**src/rtl/seg_pkg.sv**
```systemverilog
package seg_pkg;
   typedef enum logic [1:0] {
      K_FETCH = 2'd0,
      K_STACK = 2'd1,
      K_LOAD  = 2'd2,
      K_STORE = 2'd3
   } acc_kind_e;

   typedef enum logic [2:0] {
      F_NONE  = 3'd0,
      F_NULL  = 3'd1,
      F_PRIV  = 3'd2,
      F_LIMIT = 3'd3,
      F_PROT  = 3'd4
   } fault_e;

   typedef struct packed {
      logic exec;
      logic rd;
      logic wr;
   } seg_attr_t;

   localparam int SLOT_CODE  = 0;
   localparam int SLOT_DATA  = 1;
   localparam int SLOT_STACK = 2;
endpackage

```
**src/rtl/seg_slot_bank.sv**
```systemverilog
module seg_slot_bank #(
   parameter int NSEG   = 6,
   parameter int AW     = 32,
   parameter int SELW   = 16,
   parameter int SLOT_W = 3
) (
   input  logic                       clk,
   input  logic                       rst_n,
   input  logic                       ld_valid,
   input  logic [SLOT_W-1:0]          ld_slot,
   input  logic [SELW-1:0]            ld_sel,
   input  logic [AW-1:0]              ld_base,
   input  logic [AW-1:0]              ld_limit,
   input  seg_pkg::seg_attr_t         ld_attr,
   input  logic [1:0]                 ld_dpl,
   output logic [NSEG-1:0][SELW-1:0]  sel_q,
   output logic [NSEG-1:0][AW-1:0]    base_q,
   output logic [NSEG-1:0][AW-1:0]    limit_q,
   output seg_pkg::seg_attr_t [NSEG-1:0] attr_q,
   output logic [NSEG-1:0][1:0]       dpl_q
);
   for (genvar g = 0; g < NSEG; g++) begin : g_slot
      logic hit;
      assign hit = ld_valid && (ld_slot == SLOT_W'(g));
      always_ff @(posedge clk or negedge rst_n) begin
         if (!rst_n) begin
            sel_q[g]   <= '0;
            base_q[g]  <= '0;
            limit_q[g] <= '0;
            attr_q[g]  <= '0;
            dpl_q[g]   <= '0;
         end else if (hit) begin
            sel_q[g]   <= ld_sel;
            base_q[g]  <= ld_base;
            limit_q[g] <= ld_limit;
            attr_q[g]  <= ld_attr;
            dpl_q[g]   <= ld_dpl;
         end
      end
   end
endmodule

```
**src/rtl/seg_pick.sv**
```systemverilog
module seg_pick #(
   parameter int NSEG   = 6,
   parameter int SLOT_W = 3
) (
   input  logic [1:0]        kind,
   input  logic              ovr_en,
   input  logic [SLOT_W-1:0] ovr_slot,
   output logic [SLOT_W-1:0] slot,
   output logic              slot_ok
);
   import seg_pkg::*;

   always_comb begin
      if (ovr_en) begin
         slot = ovr_slot;
      end else begin
         unique case (kind)
            K_FETCH: slot = SLOT_W'(SLOT_CODE);
            K_STACK: slot = SLOT_W'(SLOT_STACK);
            default: slot = SLOT_W'(SLOT_DATA);
         endcase
      end
      slot_ok = (int'(slot) < NSEG);
   end
endmodule

```
**src/rtl/seg_check.sv**
```systemverilog
module seg_check #(
   parameter int AW         = 32,
   parameter int SELW       = 16,
   parameter bit PRIV_CHECK = 1'b1
) (
   input  logic               slot_ok,
   input  logic [SELW-1:0]    sel,
   input  logic [AW-1:0]      base,
   input  logic [AW-1:0]      limit,
   input  seg_pkg::seg_attr_t attr,
   input  logic [1:0]         dpl,
   input  logic [AW-1:0]      offset,
   input  logic [1:0]         kind,
   input  logic [1:0]         cpl,
   output logic [2:0]         fault,
   output logic [AW-1:0]      lin
);
   import seg_pkg::*;

   logic is_null, over_lim, bad_perm, bad_priv;
   logic [1:0] eff_lvl;

   assign is_null  = !slot_ok || ((sel[SELW-1:3] == '0) && !sel[2]);
   assign over_lim = offset > limit;
   assign eff_lvl  = (cpl > sel[1:0]) ? cpl : sel[1:0];

   if (PRIV_CHECK) begin : g_priv
      assign bad_priv = eff_lvl > dpl;
   end else begin : g_nopriv
      assign bad_priv = 1'b0;
   end

   always_comb begin
      unique case (kind)
         K_FETCH: bad_perm = !attr.exec;
         K_LOAD:  bad_perm = attr.exec && !attr.rd;
         K_STORE: bad_perm = attr.exec || !attr.wr;
         default: bad_perm = !attr.wr;
      endcase
   end

   always_comb begin
      if (is_null)       fault = F_NULL;
      else if (bad_priv) fault = F_PRIV;
      else if (over_lim) fault = F_LIMIT;
      else if (bad_perm) fault = F_PROT;
      else               fault = F_NONE;
   end

   assign lin = base + offset;
endmodule

```
**src/rtl/seg_xlate_unit.sv**
```systemverilog
module seg_xlate_unit #(
   parameter int NSEG       = 6,
   parameter int AW         = 32,
   parameter int SELW       = 16,
   parameter int SLOT_W     = 3,
   parameter bit PRIV_CHECK = 1'b1
) (
   input  logic              clk,
   input  logic              rst_n,
   input  logic              req_valid,
   input  logic [AW-1:0]     req_offset,
   input  logic [1:0]        req_kind,
   input  logic              req_ovr_en,
   input  logic [SLOT_W-1:0] req_ovr_slot,
   input  logic [1:0]        req_cpl,
   input  logic              ld_valid,
   input  logic [SLOT_W-1:0] ld_slot,
   input  logic [SELW-1:0]   ld_sel,
   input  logic [AW-1:0]     ld_base,
   input  logic [AW-1:0]     ld_limit,
   input  logic [2:0]        ld_attr,
   input  logic [1:0]        ld_dpl,
   input  logic              tbl_wr_en,
   input  logic              tbl_wr_local,
   input  logic [AW-1:0]     tbl_wr_base,
   output logic [AW-1:0]     desc_addr,
   output logic              lin_valid,
   output logic [AW-1:0]     lin_addr,
   output logic [2:0]        fault_code
);
   import seg_pkg::*;

   localparam int IDXW = SELW - 3;

   if (NSEG < 3 || (1 << SLOT_W) < NSEG) begin : g_bad_slots
      $error("seg_xlate_unit: NSEG must be at least 3 and fit in SLOT_W bits");
   end
   if (SELW < 4 || SELW > AW) begin : g_bad_selw
      $error("seg_xlate_unit: SELW must lie between 4 and AW");
   end

   logic [NSEG-1:0][SELW-1:0] sel_q;
   logic [NSEG-1:0][AW-1:0]   base_q, limit_q;
   seg_attr_t [NSEG-1:0]      attr_q;
   logic [NSEG-1:0][1:0]      dpl_q;

   seg_slot_bank #(.NSEG(NSEG), .AW(AW), .SELW(SELW), .SLOT_W(SLOT_W)) u_bank (
      .clk(clk), .rst_n(rst_n), .ld_valid(ld_valid), .ld_slot(ld_slot),
      .ld_sel(ld_sel), .ld_base(ld_base), .ld_limit(ld_limit),
      .ld_attr(seg_attr_t'(ld_attr)), .ld_dpl(ld_dpl),
      .sel_q(sel_q), .base_q(base_q), .limit_q(limit_q),
      .attr_q(attr_q), .dpl_q(dpl_q)
   );

   logic [SLOT_W-1:0] slot;
   logic              slot_ok;

   seg_pick #(.NSEG(NSEG), .SLOT_W(SLOT_W)) u_pick (
      .kind(req_kind), .ovr_en(req_ovr_en), .ovr_slot(req_ovr_slot),
      .slot(slot), .slot_ok(slot_ok)
   );

   logic [SELW-1:0] c_sel;
   logic [AW-1:0]   c_base, c_limit;
   seg_attr_t       c_attr;
   logic [1:0]      c_dpl;

   always_comb begin
      c_sel   = '0;
      c_base  = '0;
      c_limit = '0;
      c_attr  = '0;
      c_dpl   = '0;
      for (int i = 0; i < NSEG; i++) begin
         if (slot == SLOT_W'(i)) begin
            c_sel   = sel_q[i];
            c_base  = base_q[i];
            c_limit = limit_q[i];
            c_attr  = attr_q[i];
            c_dpl   = dpl_q[i];
         end
      end
   end

   logic [2:0]    c_fault;
   logic [AW-1:0] c_lin;

   seg_check #(.AW(AW), .SELW(SELW), .PRIV_CHECK(PRIV_CHECK)) u_check (
      .slot_ok(slot_ok), .sel(c_sel), .base(c_base), .limit(c_limit),
      .attr(c_attr), .dpl(c_dpl), .offset(req_offset), .kind(req_kind),
      .cpl(req_cpl), .fault(c_fault), .lin(c_lin)
   );

   logic [AW-1:0] gdt_q, ldt_q;

   always_ff @(posedge clk or negedge rst_n) begin
      if (!rst_n) begin
         gdt_q <= '0;
         ldt_q <= '0;
      end else if (tbl_wr_en && req_cpl == 2'd0) begin
         if (tbl_wr_local) ldt_q <= tbl_wr_base;
         else              gdt_q <= tbl_wr_base;
      end
   end

   logic [IDXW-1:0] ld_index;
   assign ld_index  = ld_sel[SELW-1:3];
   assign desc_addr = (ld_sel[2] ? ldt_q : gdt_q) + AW'({ld_index, 3'b000});

   always_ff @(posedge clk or negedge rst_n) begin
      if (!rst_n) begin
         lin_valid  <= 1'b0;
         lin_addr   <= '0;
         fault_code <= F_NONE;
      end else if (req_valid) begin
         lin_valid  <= (c_fault == F_NONE);
         lin_addr   <= (c_fault == F_NONE) ? c_lin : '0;
         fault_code <= c_fault;
      end else begin
         lin_valid  <= 1'b0;
         lin_addr   <= '0;
         fault_code <= F_NONE;
      end
   end
endmodule

```
**config.mk**
```make
export PLATFORM = sky130hd
export DESIGN_NAME = seg_xlate_unit
export DESIGN_NICKNAME = d
export VERILOG_FILES = /design/src/rtl/seg_pkg.sv /design/src/rtl/seg_slot_bank.sv /design/src/rtl/seg_pick.sv /design/src/rtl/seg_check.sv /design/src/rtl/seg_xlate_unit.sv
export SDC_FILE = /design/constraint.sdc
export NUM_CORES = 1
export LEC_CHECK = 0
export ABC_CLOCK_PERIOD_IN_PS = 8950
export BUFFER_PORTS_ARGS = -buffer_cell sky130_fd_sc_hd__buf_2
export CORE_MARGIN = 3
export CORE_UTILIZATION = 35
export CTS_BUF_LIST = sky130_fd_sc_hd__clkbuf_4
export DETAILED_ROUTE_END_ITERATION = 12
export SETUP_SLACK_MARGIN = 0.4
export SYNTH_ARGS = -nofsm -noshare
export SYNTH_HDL_FRONTEND = slang
export SYNTH_SLANG_ARGS = --single-unit
```
**constraint.sdc**
```tcl
create_clock -name clk -period 8.95 [get_ports clk]
set_clock_uncertainty 0.05 [all_clocks]
set_input_delay 1.79 -clock clk [delete_from_list [all_inputs] [get_ports clk]]
set_output_delay 1.79 -clock clk [all_outputs]
set_load 0.02 [all_outputs]
```
==> results of run 1 <==
==> per-layer routing <==
metal | wire (um) | track usage [%] | part of all wire (%)
met5 | 99 | 0 | 0.11
met1 | 36000 | 24.5 | 42
met4 | 2710 | 7.89 | 3.1
met3 | 5430 | 4.94 | 6.3
met2 | 41900 | 33.8 | 49
==> power breakdown <==
group	switching [W]	total, W	internal (W)
Sequential	0.000295	0.00364	0.00334
Combinational	0.000960	0.00184	0.000877
Clock	0.00120	0.00250	0.00130
Total	0.00245	0.00797	0.00552
==> Yosys cell counts (3+ instances only) <==
master | number | area share (%)
dfrtp_1 | 610 | 52
mux2_2 | 589 | 23
a21oi_1 | 195 | 3.4
nor2_1 | 188 | 2.4
o21ai_0 | 143 | 2.5
nand2_1 | 139 | 1.8
clkbuf_1 | 110 | 1.4
ha_1 | 81 | 3.5
a211oi_1 | 45 | 1.2
xnor2_1 | 34 | 1.0
inv_1 | 28 | 0.36
nand3_1 | 25 | 0.43
a21o_1 | 21 | 0.54
mux2i_1 | 19 | 0.65
xor2_1 | 19 | 0.57
buf_1 | 17 | 0.22
nor4_1 | 16 | 0.34
nor3_1 | 14 | 0.24
nor2b_1 | 12 | 0.26
nand4_1 | 11 | 0.24
a22oi_1 | 10 | 0.26
a221o_1 | 8 | 0.28
o211ai_1 | 8 | 0.21
a31oi_1 | 7 | 0.15
and2_1 | 7 | 0.15
or3_1 | 6 | 0.13
buf_2 | 5 | 0.086
nand2b_1 | 5 | 0.11
o21bai_1 | 5 | 0.13
or2_2 | 5 | 0.11
o41ai_1 | 4 | 0.12
or4_1 | 4 | 0.10
a32oi_1 | 3 | 0.090
and3b_1 | 3 | 0.090
and4_1 | 3 | 0.090
buf_6 | 3 | 0.12
nand3b_1 | 3 | 0.077
nor4b_1 | 3 | 0.090
o22ai_1 | 3 | 0.064
==> stage by stage <==
step / cell area (sq um) / worst slack [ns] / hold slack [ns] / util, % / power, W
6_report: 33600 / 1.65 / 0.443 / 40.8 / 0.00797
4_1_cts: 33500 / 1.65 / 0.444 / 40.7 / 0.00807
3_5_place_dp: 31400 / 1.39 / 0.431 / 38.2 / 0.00553
5_1_grt: 33500 / 1.39 / 0.458 / 40.8 / 0.00848
3_3_place_gp: 31400 / 1.45 / 0.412 / 38.2 / 0.00542
2_1_floorplan: 29100 / 1.73 / 0.401 / - / 0.00490
==> cell usage in the layout, fill, tap and decap left out, types with 45 or more instances in the layout <==
cell / synthesis / layout
a211oi_1: 45 / 45
ha_1: 81 / 81
o21ai_0: 143 / 143
buf_2: 5 / 232
dfrtp_1: 610 / 610
nand2_1: 139 / 138
clkbuf_4: 0 / 242
mux2_2: 589 / 589
a21oi_1: 195 / 195
nor2_1: 188 / 185
==> tightest hold or removal path, delay by kind of cell, from the launching register on <==
kind / cells / cell delay (ns)
flip-flops: 1 / 0.34
AO/OA/AOI/OAI: 1 / 0.06
AND/OR/NAND/NOR: 1 / 0.05
==> flip-flops by register name, indices dropped and copies added, names as in the netlist <==
register and cells:
gdt_q 32, ldt_q 32, u_bank.sel_q 96, u_bank.dpl_q 12, u_bank.base_q 192, fault_code 3, u_bank.limit_q 192, lin_valid 1
lin_addr 32, u_bank.attr_q 18
==> logic make-up (layout without fill, tap and decap cells) <==
group / after synthesis / count (layout) / synth area share [%]
buf+inv: 165 / 583 / 2.25
mux: 608 / 608 / 23.4
flops: 610 / 610 / 52.4
simple gates: 458 / 458 / 7.11
xor+xnor: 53 / 53 / 1.59
other cells: 0 / 16 / 0
fa+ha+maj: 83 / 83 / 3.62
compound gates: 475 / 475 / 9.55
==> cell type report <==
type | count | area (sq um)
Antenna cell | 16 | 40.0
Clock buffer | 242 | 1820
Clock inverter | 51 | 299
Fill cell | 7856 | 48700
Inverter | 28 | 105
Multi-Input combinational cell | 1677 | 13300
Sequential cell | 610 | 15300
Tap cell | 1070 | 1340
Timing Repair Buffer | 262 | 1420
==> worst paths after layout <==
| path | end | slack [ns] | cells after the start |
|---|---|---|---|
| max in group asynchronous | u_bank.dpl_q[1] | 6.26 | 2 |
| min in group asynchronous | u_bank.limit_q[84] | 0.87 | 1 |
| min | u_bank.sel_q[84] | 0.44 | 2 |
| max reg2reg | lin_addr[24] | 4.38 | 15 |
| max | desc_addr[31] | 1.65 | 14 |
| min reg2reg | u_bank.sel_q[84] | 0.44 | 2 |
==> run_results.csv, run 1 <==
group,metric,value,unit
sta,worstMarginPinSlew,1.16,ns
final_layout,area_growth,15.3,%
power_and_ir_drop,p_leak,14.8,nW
final_layout,fin_cells,3956,
logic_synthesis,synthesis.area,29100,sq um
global_routing,grt_usage,20.0,%
worst_setup_path,critPathLaunch,"ld_sel[2]",
floorplanning,die_area,86700,sq um
sta,fmax,137,MHz
cts,root_buffer,"clkbuf_4",
placed_design,gp_congestion,0.884,
global_routing,antenna_found_initial,30,
sta,period_share,81.6,%
logic_synthesis,ys_types,75,
worst_setup_path,crit_fanout,15,
worst_setup_path,crit_required,7.11,ns
sta,timing_hold_violations_final,0,
placed_design,dp_hpwl,56600,um
cts,tritoncts,"done",
global_routing,grt_max_degree,205,
sta,period_needed,7.30,ns
worst_setup_path,crit_chain,"buf_2, mux2_2, ha_1, inv_1, fa_1, nor2b_1, o21ai_0, a21boi_1, o41ai_1, a311oi_2, nand3_1, nor4_1, xnor2_1, buf_2",
sta,max-slew-margin-rel,23.0,%
cts,cts_sinks,610,
min_path,hp-start,"u_bank.sel_q[84]",
drt,wl,86100,um
worst_setup_path,crit_type,"in2out",
logic_synthesis,ys_async_sr_fraction,100,%
logic_synthesis,ys_seq_area_share,52.4,%
cts,numCtsBuffers,165,
logic_synthesis,synth_cells,2452,
floorplanning,die_x,294,um
flow_run,drv_cap,0,
sta,setup_tns,0,ns
logic_synthesis,synth_edf_count,0,
drt,final_antenna_net_count,0,
logic_synthesis,synth_fp_nets,2701,
worst_setup_path,crit_path_start_kind,"input port",
logic_synthesis,yosys_warnings,0,
floorplanning,ios,234,
worst_setup_path,end_kind,"output pin",
min_path,min_path_type,"reg2reg",
drt,via_count,21100,
drt,first_iter_violations,1239,
cts,cts_resized,0,
global_routing,grt_pass1_wl,132000,um
floorplanning,rows,105,
placed_design,numPlacedInstances,3647,
status,outcome,"finished, final reports clean",
cts,clk_path_buf_depth,3,
power_and_ir_drop,power_density,238,nW/um^2
cts,path_clk_slew,0.06,ns
worst_setup_path,worstPathArrival,5.46,ns
logic_synthesis,syn_avg_cell_area,11.9,sq um
cts,clock_latency,1.03,ns
sta,rsz0062_at_grt,"false",
drt,drc_errors,0,
drt,first_pass_iters,5,
global_routing,grt_pass1_vias,22400,
worst_setup_path,crit_top_cell,"buf_2",
logic_synthesis,synth_flop_cell,"dfrtp_1",
drt,avgViaCountPerCell,5.34,
cts,holdBufCountCts,0,
drt,avgRoutedWirePerCell,21.8,um
final_layout,finalNetCount,2993,
worst_setup_path,cpPeakStageDelay,0.57,ns
logic_synthesis,synth-seq-cells,610,
cts,postCtsSetupBuffers,0,
floorplanning,core_region_area,82200,sq um
cts,htree_levels,4,
sta,slew_viol_final,0,
worst_setup_path,path_delay_family,"compound AO/OA/AOI/OAI gates",
power_and_ir_drop,ir_drop,0.133,mV
worst_setup_path,path_buf_inv,3,
global_routing,globalRouteOverflowTotal,0,
sta,finalSetupViolations,0,
worst_setup_path,cp_slowest_cell,"a311oi_2",
floorplanning,start_util,35.4,%
placed_design,port_buffers,233,
final_layout,drive_gt1_share,39.6,%
floorplanning,die_y,294,um
worst_setup_path,r2r-start,"u_bank.limit_q[29]",
No activity file was read; power rests on OpenSTA's default activity.
==> run 2: changes to the inputs <==
--- a/config.mk
+++ b/config.mk
@@ -5,7 +5,7 @@
 export SDC_FILE = /design/constraint.sdc
 export NUM_CORES = 1
 export LEC_CHECK = 0
-export ABC_CLOCK_PERIOD_IN_PS = 8950
+export ABC_CLOCK_PERIOD_IN_PS = 6100
 export BUFFER_PORTS_ARGS = -buffer_cell sky130_fd_sc_hd__buf_2
 export CORE_MARGIN = 3
 export CORE_UTILIZATION = 35
==> constraint.sdc (replaced) <==
create_clock -name clk -period 6.1 [get_ports clk]
set_clock_uncertainty 0.05 [all_clocks]
set_input_delay 1.22 -clock clk [delete_from_list [all_inputs] [get_ports clk]]
set_output_delay 1.22 -clock clk [all_outputs]
set_load 0.02 [all_outputs]
==> run 2 against run 1 <==
Net effect:
- worst setup slack worse by 1.0 ns
- largest power group unchanged
- cell count up 0.81%
- via count up 1.1%
- first-iteration DRC count down 3.4%
- die area unchanged
- clock power up 48%
- global-route usage up 0.090 points
- design area up 1.3%
- non-clock buffer count up 32
- register-to-register slack worse by 2.1 ns
- hold slack worse by 0.22 ns
- highest routed layer unchanged
- sequential power up 47%
- largest cell class unchanged
==> run_results.csv, run 2 (synthesis results as in run 1) <==
group,metric,value,unit
worst_setup_path,crit_top_cell,"buf_4",
cts,tritoncts,"done",
sta,rsz0062_at_grt,"false",
final_layout,finalNetCount,3027,
power_and_ir_drop,p_leak,15.1,nW
worst_setup_path,path_delay_family,"buffers and inverters",
sta,finalSetupViolations,0,
drt,via_count,21400,
sta,slew_viol_final,0,
sta,fmax,182,MHz
floorplanning,die_x,294,um
sta,timing_hold_violations_final,0,
drt,first_pass_iters,5,
worst_setup_path,cpPeakStageDelay,0.35,ns
worst_setup_path,worstPathArrival,4.23,ns
status,outcome,"finished, final reports clean",
final_layout,reg.largest.list,"u_bank.base_q x192, u_bank.limit_q x192, u_bank.sel_q x96",
worst_setup_path,crit_type,"in2out",
worst_setup_path,crit_fanout,10,
final_layout,seqCellArea,15300,sq um
sta,setup_ws,0.598,ns
final_layout,fill_cells,7862,
final_layout,area_growth,16.7,%
min_path,min_path_type,"in2async",
final_layout,multi_input_area,13300,sq um
drt,wl,87000,um
worst_setup_path,crit_path_start_kind,"input port",
sta,period_needed,5.50,ns
power_and_ir_drop,total_power,0.0118,W
flow_run,drv_cap,0,
drt,drc_errors,0,
cts,clk_path_buf_depth,3,
floorplanning,start_util,35.4,%
global_routing,globalRouteOverflowTotal,0,
worst_setup_path,crit_required,4.83,ns
placed_design,dp_hpwl,58700,um
floorplanning,core_region_area,82200,sq um
global_routing,grt_max_degree,125,
global_routing,grt_usage,20.1,%
cts,numCtsBuffers,167,
cts,clock_latency,1.02,ns
global_routing,grt_pass1_wl,133000,um
floorplanning,die_area,86700,sq um
worst_setup_path,cp_slowest_cell,"mux2_2",
floorplanning,ios,234,
sta,period_share,90.2,%
drt,avgViaCountPerCell,5.35,
worst_setup_path,crit_chain,"buf_2, buf_4, buf_4, mux2_2, ha_1, nor2_1, nor4_1, o21ai_1, a211oi_1, buf_4, o21ai_0, xor2_1, mux2i_1, buf_2",
cts,cts_sinks,610,
cts,path_clk_slew,0.06,ns
placed_design,port_buffers,233,
final_layout,layout_common_cells,"dfrtp_1, mux2_2, clkbuf_4",
worst_setup_path,reg2regPathDepth,15,
worst_setup_path,path_buf_inv,5,
worst_setup_path,cp.depth,14,
cts,holdBufCountCts,0,
power_and_ir_drop,ir_drop,0.182,mV
placed_design,gp_congestion,0.899,
floorplanning,die_y,294,um
sta,setup_tns,0,ns
power_and_ir_drop,power_density,347,nW/um^2
drt,first_iter_violations,1197,
final_layout,final_common_cell,"dfrtp_1",
cts,root_buffer,"clkbuf_4",
sta,max-slew-margin-rel,26.7,%
floorplanning,rows,105,
sta,worstMarginPinSlew,1.10,ns
drt,final_antenna_net_count,0,
final_layout,drive_gt1_share,40.8,%
global_routing,antenna_found_initial,34,
worst_setup_path,end_kind,"output pin",
cts,htree_levels,4,
drt,avgRoutedWirePerCell,21.8,um
placed_design,place_ws,0.190,ns
global_routing,grt_pass1_vias,22700,
[run 2: cell types whose count changed in the layout (fill, tap and decap cells not counted), sizes merged]
cell / before / now
clkinv: 41 / 26
clkbuf: 242 / 255
clkinvlp: 4 / 2
inv: 32 / 38
buf: 262 / 294
bufinv: 2 / 0
[run 2: path summary, 6_finish.rpt]
| check | start | to | slack (ns) |
|---|---|---|---|
| worst max register to register | u_bank.limit_q[8] | lin_addr[24] | 2.29 |
| worst max-delay path | ld_sel[2] | desc_addr[18] | 0.60 |
| max in group asynchronous | rst_n | u_bank.base_q[8] | 4.49 |
| min in group clk | tbl_wr_base[25] | gdt_q[25] | 0.43 |
| worst min register to register | u_bank.sel_q[52] | u_bank.sel_q[52] | 0.44 |
| worst min-delay path | rst_n | u_bank.limit_q[116] | 0.22 |
[run 2: cell type report]
class	count	area share (%)
clock inverters	38	0.619
well taps	1070	3.94
diodes	16	0.118
multi-input cells	1677	39.1
repair buffers	294	5.36
inverters	28	0.309
flip-flops and latches	610	44.9
clock buffers	255	5.63
[run 2: per-stage QoR]
| stage | cell area, sq um | std cells | hold WS [ns] | utilization, % |
|---|---|---|---|---|
| after floorplan | 29100 | 2452 | 0.401 | - |
| final | 34000 | 3988 | 0.219 | 41.3 |
| after CTS | 33900 | 3972 | 0.156 | 41.3 |
| after global placement | 31800 | 3678 | 0.422 | 38.7 |
| after detailed placement | 31800 | 3678 | 0.425 | 38.7 |
| after global routing | 34000 | 3977 | 0.227 | 41.3 |
[run 2: what timing repair did]
item                                    in CTS  in global routing
endpoints found under the setup margin       1                  6
setup buffers                                1                  0
pin swaps                                    1                  0
resized for setup                            0                  4
[run 2: where the power goes]
part | internal, W | switching (W)
Sequential | 0.00491 | 0.000437
Clock | 0.00192 | 0.00178
Combinational | 0.00132 | 0.00143
[run 2: routing by layer]
layer | up-vias | global-route usage, % | part of all wire, %
met1 | 10800 | 24.4 | 41
met2 | 694 | 34.2 | 49
li1 | 9609 | - | -
met5 | - | 0 | 0.17
met3 | 196 | 5.03 | 7.2
met4 | 22 | 7.83 | 3.1
[run 2: worst register-to-register path, stage by stage (launching register included)]
cell	delay, ns
dfrtp_1	0.38
o21ai_0	0.16
a21oi_1	0.09
a21oi_1	0.11
a21oi_1	0.09
a21oi_1	0.41
ha_1	0.33
nand4_1	0.13
nor2_1	0.07
a221oi_1	0.27
or3b_2	0.51
a211oi_1	0.34
nand3_2	0.20
inv_1	0.22
o211ai_1	0.12
a311oi_1	0.26
